### src/rtl/sbs_pkg.sv
package sbs_pkg;
  typedef enum logic [1:0] {OP_NONE, OP_READ, OP_WRITE} sbs_op_e;

  // low address bits of a burst beat: linear adds, interleaved xors
  function automatic logic [1:0] burst_lo(input logic [1:0] start,
                                          input logic [1:0] step,
                                          input logic       linear);
    return linear ? 2'(start + step) : (start ^ step);
  endfunction
endpackage

### src/rtl/sbs_cmd_decode.sv
module sbs_cmd_decode
  import sbs_pkg::*;
#(
  parameter int NBYTES = 2
) (
  input  logic              dormant,
  input  logic              active,
  input  logic              strb_proc_n,
  input  logic              strb_ctrl_n,
  input  logic              ce1_n,
  input  logic              ce2,
  input  logic              ce3_n,
  input  logic              adv_n,
  input  logic              gwr_n,
  input  logic              bwr_n,
  input  logic [NBYTES-1:0] ben_n,
  output sbs_op_e           op,
  output logic              start,
  output logic              advance,
  output logic              go_idle,
  output logic [NBYTES-1:0] wmask
);
  logic sel;
  logic wr_req;
  logic any_strb;

  always_comb begin
    sel      = !ce1_n && ce2 && !ce3_n;
    any_strb = !strb_proc_n || !strb_ctrl_n;
    if (!gwr_n)      wmask = '1;
    else if (!bwr_n) wmask = ~ben_n;
    else             wmask = '0;
    wr_req  = |wmask;
    op      = OP_NONE;
    start   = 1'b0;
    advance = 1'b0;
    go_idle = 1'b0;
    if (dormant) begin
      go_idle = 1'b1;
    end else if (any_strb) begin
      if (sel) begin
        start = 1'b1;
        op    = (!strb_proc_n || !wr_req) ? OP_READ : OP_WRITE;
      end else begin
        go_idle = 1'b1;
      end
    end else if (active) begin
      op      = wr_req ? OP_WRITE : OP_READ;
      advance = !adv_n;
    end
  end
endmodule

### src/rtl/sbs_burst_addr.sv
module sbs_burst_addr
  import sbs_pkg::*;
#(
  parameter int ADDR_W = 6
) (
  input  logic              clk,
  input  logic              rst,
  input  logic              start,
  input  logic              advance,
  input  logic              go_idle,
  input  logic              linear,
  input  logic [ADDR_W-1:0] addr_in,
  output logic [ADDR_W-1:0] addr_use,
  output logic              active
);
  logic [ADDR_W-1:0] base;
  logic [1:0]        cnt;
  logic [1:0]        step;
  logic [ADDR_W-1:0] base_sel;

  always_comb begin
    step     = start ? 2'd0 : (advance ? 2'(cnt + 2'd1) : cnt);
    base_sel = start ? addr_in : base;
    addr_use = {base_sel[ADDR_W-1:2], burst_lo(base_sel[1:0], step, linear)};
  end

  always_ff @(posedge clk) begin
    if (rst) begin
      base   <= '0;
      cnt    <= '0;
      active <= 1'b0;
    end else if (start) begin
      base   <= addr_in;
      cnt    <= '0;
      active <= 1'b1;
    end else if (go_idle) begin
      active <= 1'b0;
    end else if (advance) begin
      cnt <= 2'(cnt + 2'd1);
    end
  end
endmodule

### src/rtl/sbs_array.sv
module sbs_array #(
  parameter int ADDR_W = 6,
  parameter int NBYTES = 2,
  parameter int BYTE_W = 8
) (
  input  logic                     clk,
  input  logic                     we,
  input  logic [NBYTES-1:0]        wmask,
  input  logic [ADDR_W-1:0]        addr,
  input  logic [NBYTES*BYTE_W-1:0] wdata,
  input  logic                     re,
  output logic [NBYTES*BYTE_W-1:0] rdata
);
  localparam int DEPTH = 1 << ADDR_W;

  for (genvar g = 0; g < NBYTES; g++) begin : g_lane
    logic [BYTE_W-1:0] lane_mem [DEPTH];
    logic [BYTE_W-1:0] lane_q;
    always_ff @(posedge clk) begin
      if (we && wmask[g]) lane_mem[addr] <= wdata[g*BYTE_W +: BYTE_W];
      if (re) lane_q <= lane_mem[addr];
    end
    assign rdata[g*BYTE_W +: BYTE_W] = lane_q;
  end
endmodule

### src/rtl/sbs_out_stage.sv
module sbs_out_stage #(
  parameter int DW = 16
) (
  input  logic          clk,
  input  logic          rst,
  input  logic          rd_fire,
  input  logic          flush,
  input  logic          flow_n,
  input  logic          oe_n,
  input  logic [DW-1:0] arr_q,
  output logic [DW-1:0] out_data,
  output logic          out_en
);
  logic          ft_v;
  logic          pl_v;
  logic [DW-1:0] pl_q;

  always_ff @(posedge clk) begin
    if (rst) begin
      ft_v <= 1'b0;
      pl_v <= 1'b0;
      pl_q <= '0;
    end else begin
      ft_v <= rd_fire;
      pl_v <= ft_v && !flush;
      pl_q <= arr_q;
    end
  end

  always_comb begin
    out_en   = !oe_n && (flow_n ? pl_v : ft_v);
    out_data = out_en ? (flow_n ? pl_q : arr_q) : '0;
  end
endmodule

### src/rtl/sync_burst_sram.sv
module sync_burst_sram
  import sbs_pkg::*;
#(
  parameter int ADDR_W   = 6,
  parameter int NBYTES   = 2,
  parameter int BYTE_W   = 8,
  parameter int WAKE_CYC = 3
) (
  input  logic                     clk,
  input  logic                     rst,
  input  logic [ADDR_W-1:0]        addr,
  input  logic [NBYTES*BYTE_W-1:0] wdata,
  input  logic                     ce1_n,
  input  logic                     ce2,
  input  logic                     ce3_n,
  input  logic                     strb_proc_n,
  input  logic                     strb_ctrl_n,
  input  logic                     adv_n,
  input  logic                     gwr_n,
  input  logic                     bwr_n,
  input  logic [NBYTES-1:0]        ben_n,
  input  logic                     oe_n,
  input  logic                     flow_n,
  input  logic                     seq_lin_n,
  input  logic                     sleep,
  output logic [NBYTES*BYTE_W-1:0] rdata,
  output logic                     rdata_oe
);
  localparam int DW   = NBYTES * BYTE_W;
  localparam int WK_W = $clog2(WAKE_CYC + 1);

  logic [WK_W-1:0]   wake_cnt;
  logic              dormant;
  logic              active;
  logic              start;
  logic              advance;
  logic              go_idle;
  logic [NBYTES-1:0] wmask;
  sbs_op_e           op;
  logic [ADDR_W-1:0] addr_use;
  logic [DW-1:0]     arr_q;

  assign dormant = sleep || (wake_cnt != '0);

  always_ff @(posedge clk) begin
    if (rst)                  wake_cnt <= '0;
    else if (sleep)           wake_cnt <= WK_W'(WAKE_CYC);
    else if (wake_cnt != '0)  wake_cnt <= wake_cnt - 1'b1;
  end

  sbs_cmd_decode #(.NBYTES(NBYTES)) u_dec (
    .dormant(dormant), .active(active),
    .strb_proc_n(strb_proc_n), .strb_ctrl_n(strb_ctrl_n),
    .ce1_n(ce1_n), .ce2(ce2), .ce3_n(ce3_n), .adv_n(adv_n),
    .gwr_n(gwr_n), .bwr_n(bwr_n), .ben_n(ben_n),
    .op(op), .start(start), .advance(advance), .go_idle(go_idle),
    .wmask(wmask)
  );

  sbs_burst_addr #(.ADDR_W(ADDR_W)) u_adr (
    .clk(clk), .rst(rst), .start(start), .advance(advance),
    .go_idle(go_idle), .linear(!seq_lin_n), .addr_in(addr),
    .addr_use(addr_use), .active(active)
  );

  sbs_array #(.ADDR_W(ADDR_W), .NBYTES(NBYTES), .BYTE_W(BYTE_W)) u_mem (
    .clk(clk), .we(op == OP_WRITE), .wmask(wmask), .addr(addr_use),
    .wdata(wdata), .re(op == OP_READ), .rdata(arr_q)
  );

  sbs_out_stage #(.DW(DW)) u_out (
    .clk(clk), .rst(rst), .rd_fire(op == OP_READ), .flush(dormant),
    .flow_n(flow_n), .oe_n(oe_n), .arr_q(arr_q),
    .out_data(rdata), .out_en(rdata_oe)
  );
endmodule

### config.mk
export PLATFORM = sky130hd
export DESIGN_NAME = sync_burst_sram
export DESIGN_NICKNAME = d
export VERILOG_FILES = /design/src/rtl/sbs_pkg.sv /design/src/rtl/sbs_cmd_decode.sv /design/src/rtl/sbs_burst_addr.sv /design/src/rtl/sbs_array.sv /design/src/rtl/sbs_out_stage.sv /design/src/rtl/sync_burst_sram.sv
export SDC_FILE = /design/constraint.sdc
export NUM_CORES = 1
export LEC_CHECK = 0
export BUFFER_PORTS_ARGS = -buffer_cell sky130_fd_sc_hd__buf_4
export CAP_MARGIN = 30
export CORE_MARGIN = 5
export CORE_UTILIZATION = 45
export DETAILED_ROUTE_END_ITERATION = 8
export GPL_TIMING_DRIVEN = 0
export SETUP_SLACK_MARGIN = 0.02
export SLEW_MARGIN = 10
export SYNTH_ARGS = -nofsm -noshare
export SYNTH_HDL_FRONTEND = slang
export SYNTH_SLANG_ARGS = --single-unit
### constraint.sdc
create_clock -name clk -period 6.1 [get_ports clk]
set_clock_uncertainty 0.1 [all_clocks]
set_input_delay 0.61 -clock clk [delete_from_list [all_inputs] [get_ports clk]]
set_output_delay 0.61 -clock clk [all_outputs]
set_load 0.05 [all_outputs]
==> results.py, run 1 <==
metrics = {
    "floorplan": {
        "die_h_um": 314,
        "num_rows": 111,
        "core_sq_um": 91500,
        "dieArea_sq_um": 98400,
        "start_util": 0.453,
        "io_pins": 55,
        "die_x_um": 314,
    },
    "synthesis": {
        "synthFlopType": "edfxtp_1",
        "synth_warnings": 0,
        "yosysSeqAreaShare": 0.767,
        "synth_cells": 2071,
        "synth_cell_types": 77,
        "ys_async_sr_fraction": 0,
        "postSynthAreaPerCell_sq_um": 20.0,
        "synth_seq_cells": 1069,
        "syn_area_sq_um": 41500,
        "synth-edff-count": 1040,
        "synth_nets": 2111,
        "synth_top_cell_by_area": "edfxtp_1",
        "synthTopCellsByArea": "edfxtp_1 (75%), mux4_2 (12%), a22oi_1 (1.7%), nor2_1 (1.5%), dfxtp_1 (1.4%)",
        "synth_top_area_share": 0.753,
        "yosysMostFrequentCell": "edfxtp_1",
        "synthTopCellsByCount": "edfxtp_1 (1040), mux4_2 (226), nor2_1 (163)",
    },
    "cells_and_area": {
        "fin_nets": 2340,
        "fin_area_sq_um": 47600,
        "drive_above_1_share": 0.252,
        "area_growth_pct": 14.8,
        "antenna_cells": 0,
    },
    "power_and_ir_drop": {
        "power_mw": 15.0,
        "p_leak_nw": 15.0,
        "pwr_density_cell_nw_per_um2": 316,
        "vdd_ir_drop_max_v": 0.000237,
    },
    "setup_path": {
        "endpoint_kind": "flop",
        "path_delay_family": "buffers and inverters",
        "startpoint_type": "flop",
        "arrival_ps": 6140,
        "cp_num_buf_inv": 7,
        "slowest_delay_ps": 880,
        "slowest_stage": "nor2_1",
        "required_ps": 6310,
        "path_class": "flop to flop",
        "worst-path-max-fanout": 10,
        "crit_chain": "inv_1, ha_1, and4bb_2, nand2_1, clkbuf_1, nand2_1, nand2_1, ha_1, clkbuf_1, inv_2, buf_2, buf_2, o211ai_2, clkbuf_1, nor2_1",
    },
    "detailed_routing": {
        "ant_nets": 0,
        "wl_per_cell_um": 34.9,
        "drt_iter0_drc": 3036,
        "viasPerCell": 6.34,
        "drt_pass1_iterations": 6,
        "vias": 22666,
        "route.detailed.drc": 0,
        "wl_um": 125000,
    },
    "cts": {
        "cts_num_sinks": 1069,
        "cts_tree": "yes",
        "h-tree-depth": 3,
        "clock_path_buffers": 3,
        "clk_pin_slew_ps": 60,
        "clockRootBuffer": "clkbuf_16",
        "cts_buffers": 107,
        "cts_hold_buf": 0,
        "clk_latency_ps": 690,
    },
    "grt": {
        "antenna_found_initial": 5,
        "grt_pass1_vias": 22616,
        "grt_pass1_wl_um": 175000,
        "grt_overflow": 0,
        "grt_max_degree": 65,
        "grt_use_total": 0.252,
    },
    "timing": {
        "fin_crit_ps": 5940,
        "max_freq_mhz": 168,
        "worst_pin_slew_ps": 1100,
        "setup_viol": 0,
        "rsz0062_at_grt": "yes",
        "timing.final.crit_share": 0.973,
        "hold_viol_final": 0,
        "slew_violations": 0,
        "maxSlewHeadroom": 0.264,
    },
    "place": {
        "dp_hpwl_um": 84800,
        "routabilityCongestion": 0.996,
        "io_buffers": 52,
        "placed_area_sq_um": 43800,
    },
    "worst_hold_path": {
        "hp-class": "input pin to flop",
    },
    "flow_run": {
        "maxCapViolCount": 0,
    },
    "run_status": {
        "status": "finished, final reports clean",
    },
}
[per-stage QoR]
| stage | setup slack [ps] | utilization | std cells | TNS (ps) | hold slack (ps) |
|---|---|---|---|---|---|
| 2_1_floorplan | 1830 | - | 2071 | 0 | 344 |
| 3_3_place_gp | -1060 | 0.474 | 3309 | -246940 | 361 |
| 3_5_place_dp | -227 | 0.479 | 3345 | -10670 | 364 |
| 4_1_cts | -119 | 0.517 | 3543 | -2220 | 75.3 |
| 5_1_grt | -41.0 | 0.520 | 3575 | -603 | 120 |
| 6_report | 163 | 0.520 | 3575 | 0 | 105 |
[kinds of logic after synthesis]
kind of cell / share of synthesized area
AND/OR/NAND/NOR: 0.0414
flip-flops: 0.767
multiplexers: 0.133
AO/OA/AOI/OAI: 0.0424
adder cells (fa/ha/maj): 0.000603
buffers and inverters: 0.0142
XOR/XNOR: 0.00106
[area by class of cell]
class                      count  area (sq um)
clock inverter                60           694
timing repair buffer         120          1040
buffer                       114           546
sequential                  1069         31800
clock buffer                 138          2820
multi-input combinational    872          9180
fill                        7151         43900
inverter                      16          60.1
tap                         1186          1480
[placed cells by master (no fill, tap or decap), drive strengths merged, types with 13 or more instances in the layout]
| cell | n |
|---|---|
| inv | 19 |
| mux2i | 39 |
| nor2b | 21 |
| dfxtp | 29 |
| clkbuf | 196 |
| clkinv | 42 |
| o21ai | 30 |
| a22oi | 92 |
| a21oi | 25 |
| edfxtp | 1040 |
| nand2 | 63 |
| nand4 | 26 |
| nand3 | 23 |
| bufinv | 13 |
| buf | 176 |
| and2 | 17 |
| mux4 | 226 |
| nor2 | 164 |
[per-layer routing]
layer	global-route usage	part of all wire	vias to the layer above	wire length [um]
li1	-	-	9044	-
met1	0.349	0.39	11901	48500
met2	0.386	0.46	1390	57000
met3	0.0634	0.10	323	12900
met4	0.108	0.050	8	6200
met5	0.00791	0.0011	-	141
[tightest hold or removal path, delay by kind of cell]
| family | cells | cell delay (ps) |
|---|---|---|
| buf+inv | 1 | 110 |
| simple gates | 2 | 120 |
[power by group]
part	internal, mW	switching, mW
sequential	8.06	0.00226
clock	3.81	2.79
combinational	0.105	0.271
total	12.0	3.06
[worst paths after layout]
| path | start | to | slack (ps) | depth (start not counted) |
|---|---|---|---|---|
| worst max-delay path | wake_cnt[0] | u_mem.g_lane[0].lane_mem[54][4] | 160 | 15 |
| worst min-delay path | sleep | wake_cnt[0] | 100 | 3 |
| worst max register to register | wake_cnt[0] | u_mem.g_lane[0].lane_mem[54][4] | 160 | 15 |
| worst min register to register | u_adr.base[0] | u_adr.base[0] | 370 | 2 |
[registers in the layout, indices dropped and copies added (netlist names)]
name,cells
wake_cnt,2
u_out.pl_v,1
u_mem.g_lane.lane_mem,1024
u_adr.cnt,2
u_out.ft_v,1
u_out.pl_q,16
u_adr.base,6
u_adr.active,1
u_mem.g_lane.lane_q,16
[what timing repair did]
item / CTS / global route
endpoints found under the setup margin: 90 / 318
gates resized for setup: 5 / 21
pin swaps: 1 / 2
buffers inserted: 0 / 8
Power figures use the tool's default switching activity.
==> inputs of run 2 (changes only) <==
--- a/config.mk
+++ b/config.mk
@@ -10,7 +10,7 @@
 export CORE_MARGIN = 5
 export CORE_UTILIZATION = 45
 export DETAILED_ROUTE_END_ITERATION = 8
-export GPL_TIMING_DRIVEN = 0
+export PLACE_DENSITY = 0.63
 export SETUP_SLACK_MARGIN = 0.02
 export SLEW_MARGIN = 10
 export SYNTH_ARGS = -nofsm -noshare
==> results.py, run 2 (synthesis results as in run 1) <==
metrics = {
    "setup_path": {
        "critPathCapture": "u_mem.g_lane[1].lane_q[1]",
        "slowest_stage": "buf_4",
        "crit_start": "wake_cnt[0]",
        "worst-path-max-fanout": 51,
        "required_ps": 6420,
        "crit_cells": 15,
        "rr_startpoint": "wake_cnt[0]",
        "r2r-end": "u_mem.g_lane[1].lane_q[1]",
        "rr_worst_depth": 15,
        "endpoint_kind": "flop",
        "startpoint_type": "flop",
        "r2r_setup_slack_ps": 400,
        "crit_chain": "inv_1, ha_1, and4bb_2, nand2_1, nand2_1, nand2_1, ha_1, nor2b_1, a32oi_2, nand2_8, buf_4, mux4_2, a22oi_1, nand4_1, or2_1",
        "path_class": "flop to flop",
        "slowest_delay_ps": 720,
        "worst_path_most_repeated_cell": "nand2_1",
        "arrival_ps": 6010,
        "path_delay_family": "simple AND/OR/NAND/NOR gates",
        "cp_num_buf_inv": 2,
    },
    "detailed_routing": {
        "ant_nets": 0,
        "vias": 21415,
        "wl_per_cell_um": 30.5,
        "viasPerCell": 6.18,
        "wl_um": 106000,
        "route.detailed.drc": 0,
        "drt_pass1_iterations": 5,
        "drt_iter0_drc": 2860,
    },
    "cells_and_area": {
        "layout_common_cells": "edfxtp_1 (1040), mux4_2 (226), nor2_1 (161), buf_4 (131), clkbuf_16 (104)",
        "area_growth_pct": 12.9,
        "drive_above_1_share": 0.234,
        "largest_reg_flops": 1024,
        "fin_cells": 3466,
        "layout_commonest_cell": "edfxtp_1",
        "reg_top3": "u_mem.g_lane.lane_mem: 1024 flops, u_mem.g_lane.lane_q: 16 flops, u_out.pl_q: 16 flops",
        "regMostFlops": "u_mem.g_lane.lane_mem",
        "fin_area_sq_um": 46800,
        "fin_nets": 2237,
    },
    "floorplan": {
        "io_pins": 55,
        "dieArea_sq_um": 98400,
        "start_util": 0.453,
        "num_rows": 111,
        "core_sq_um": 91500,
        "die_h_um": 314,
        "die_x_um": 314,
    },
    "timing": {
        "hold_viol_final": 0,
        "worst_pin_slew_ps": 1070,
        "rsz0062_at_grt": "no",
        "setup_slack_ps": 405,
        "setup_viol": 0,
        "max_freq_mhz": 176,
        "setup_tns_ps": 0,
        "slew_violations": 0,
        "hold-worst-slack_ps": 120,
        "fin_crit_ps": 5700,
        "maxSlewHeadroom": 0.285,
        "timing.final.crit_share": 0.934,
    },
    "place": {
        "io_buffers": 54,
        "routabilityCongestion": 0.917,
        "placed_area_sq_um": 43500,
        "dp.cells": 3274,
        "dp_hpwl_um": 67700,
        "preCtsSetupSlack_ps": 443,
    },
    "cts": {
        "cts_num_sinks": 1069,
        "cts_tree": "yes",
        "cts_resized": 0,
        "clock_path_buffers": 3,
        "clk_pin_slew_ps": 70,
        "clockRootBuffer": "clkbuf_16",
        "h-tree-depth": 3,
        "cts_setup_buffers": 0,
        "cts_hold_buf": 0,
        "cts_buffers": 100,
        "clk_latency_ps": 670,
    },
    "power_and_ir_drop": {
        "p_int_mw": 11.7,
        "pwr_density_cell_nw_per_um2": 311,
        "seqPwrFrac": 0.553,
        "power_frac_comb": 0.023,
        "switching_share": 0.197,
        "p_leak_nw": 14.6,
        "power_switching_mw": 2.87,
        "vdd_ir_drop_max_v": 0.000212,
        "power_frac_clock": 0.423,
    },
    "worst_hold_path": {
        "hp-class": "input pin to flop",
    },
    "grt": {
        "antenna_found_initial": 2,
        "grt_pass1_wl_um": 154000,
        "grt_pass1_vias": 21354,
        "grt_overflow": 0,
        "grt_use_total": 0.214,
        "grt_max_degree": 78,
    },
    "run_status": {
        "status": "finished, final reports clean",
    },
    "flow_run": {
        "maxCapViolCount": 0,
    },
}
-- run 2: cell count changes in the layout (fill, tap and decap cells not counted), moves of 11 or more --
cell / previous run / this run
buf_4: 98 / 131
clkbuf_2: 11 / 0
clkbuf_1: 77 / 19
buf_6: 21 / 2
buf_2: 38 / 0
nor2_2: 24 / 2
nor2_1: 139 / 161
-- run 2: worst register-to-register path, cell delays in order (launching register included) --
cell      delay (ps)
dfxtp_1          350
inv_1             50
ha_1             310
and4bb_2         310
nand2_1          400
nand2_1          150
nand2_1          100
ha_1             170
nor2b_1          440
a32oi_2          280
nand2_8          430
buf_4            730
mux4_2           450
a22oi_1          660
nand4_1          250
or2_1            270
-- run 2: routing by layer --
layer,up-vias,track usage,part of all wire
met4,2,0.0628,0.029
met1,11257,0.307,0.40
met5,-,0,0.00010
met2,1145,0.329,0.47
met3,179,0.0558,0.10
li1,8832,-,-
-- run 2: per-stage QoR --
step	power (mW)	util
floorplan	8.36	-
global placement	8.55	0.474
detailed placement	8.56	0.476
CTS	14.6	0.511
global route	15.0	0.511
finish	14.6	0.512
-- run 2: worst min path at each step --
| stage | slack (ps) | cells past startpoint | end | startpoint |
|---|---|---|---|---|
| 6_report | 120 | 3 | wake_cnt[1] | sleep |
| 5_1_grt | 120 | 3 | wake_cnt[0] | sleep |
| 4_1_cts | 90 | 3 | wake_cnt[1] | sleep |
| 3_5_place_dp | 370 | 2 | u_adr.base[0] | u_adr.base[0] |
| 3_3_place_gp | 380 | 1 | u_out.pl_q[2] | u_mem.g_lane[0].lane_q[2] |
| 2_1_floorplan | 340 | 2 | u_adr.base[0] | u_adr.base[0] |
-- run 2: power by group through the flow --
| stage | sequential, mW | combinational, mW | clock [mW] |
|---|---|---|---|
| 2_1_floorplan | 8.22 | 0.142 | 0 |
| 4_1_cts | 8.06 | 0.340 | 6.24 |
| 3_3_place_gp | 8.22 | 0.329 | 0 |
| 3_5_place_dp | 8.22 | 0.340 | 0 |
| 5_1_grt | 8.05 | 0.361 | 6.57 |
| 6_report | 8.06 | 0.339 | 6.16 |
-- run 2: final cells by class --
class,count,area (sq um)
clock inverter,58,536
inverter,16,67.6
multi-input combinational,872,9130
tap,1186,1480
clock buffer,124,2690
timing repair buffer,138,1100
sequential,1069,31800
fill,7134,44700
antenna,3,7.51
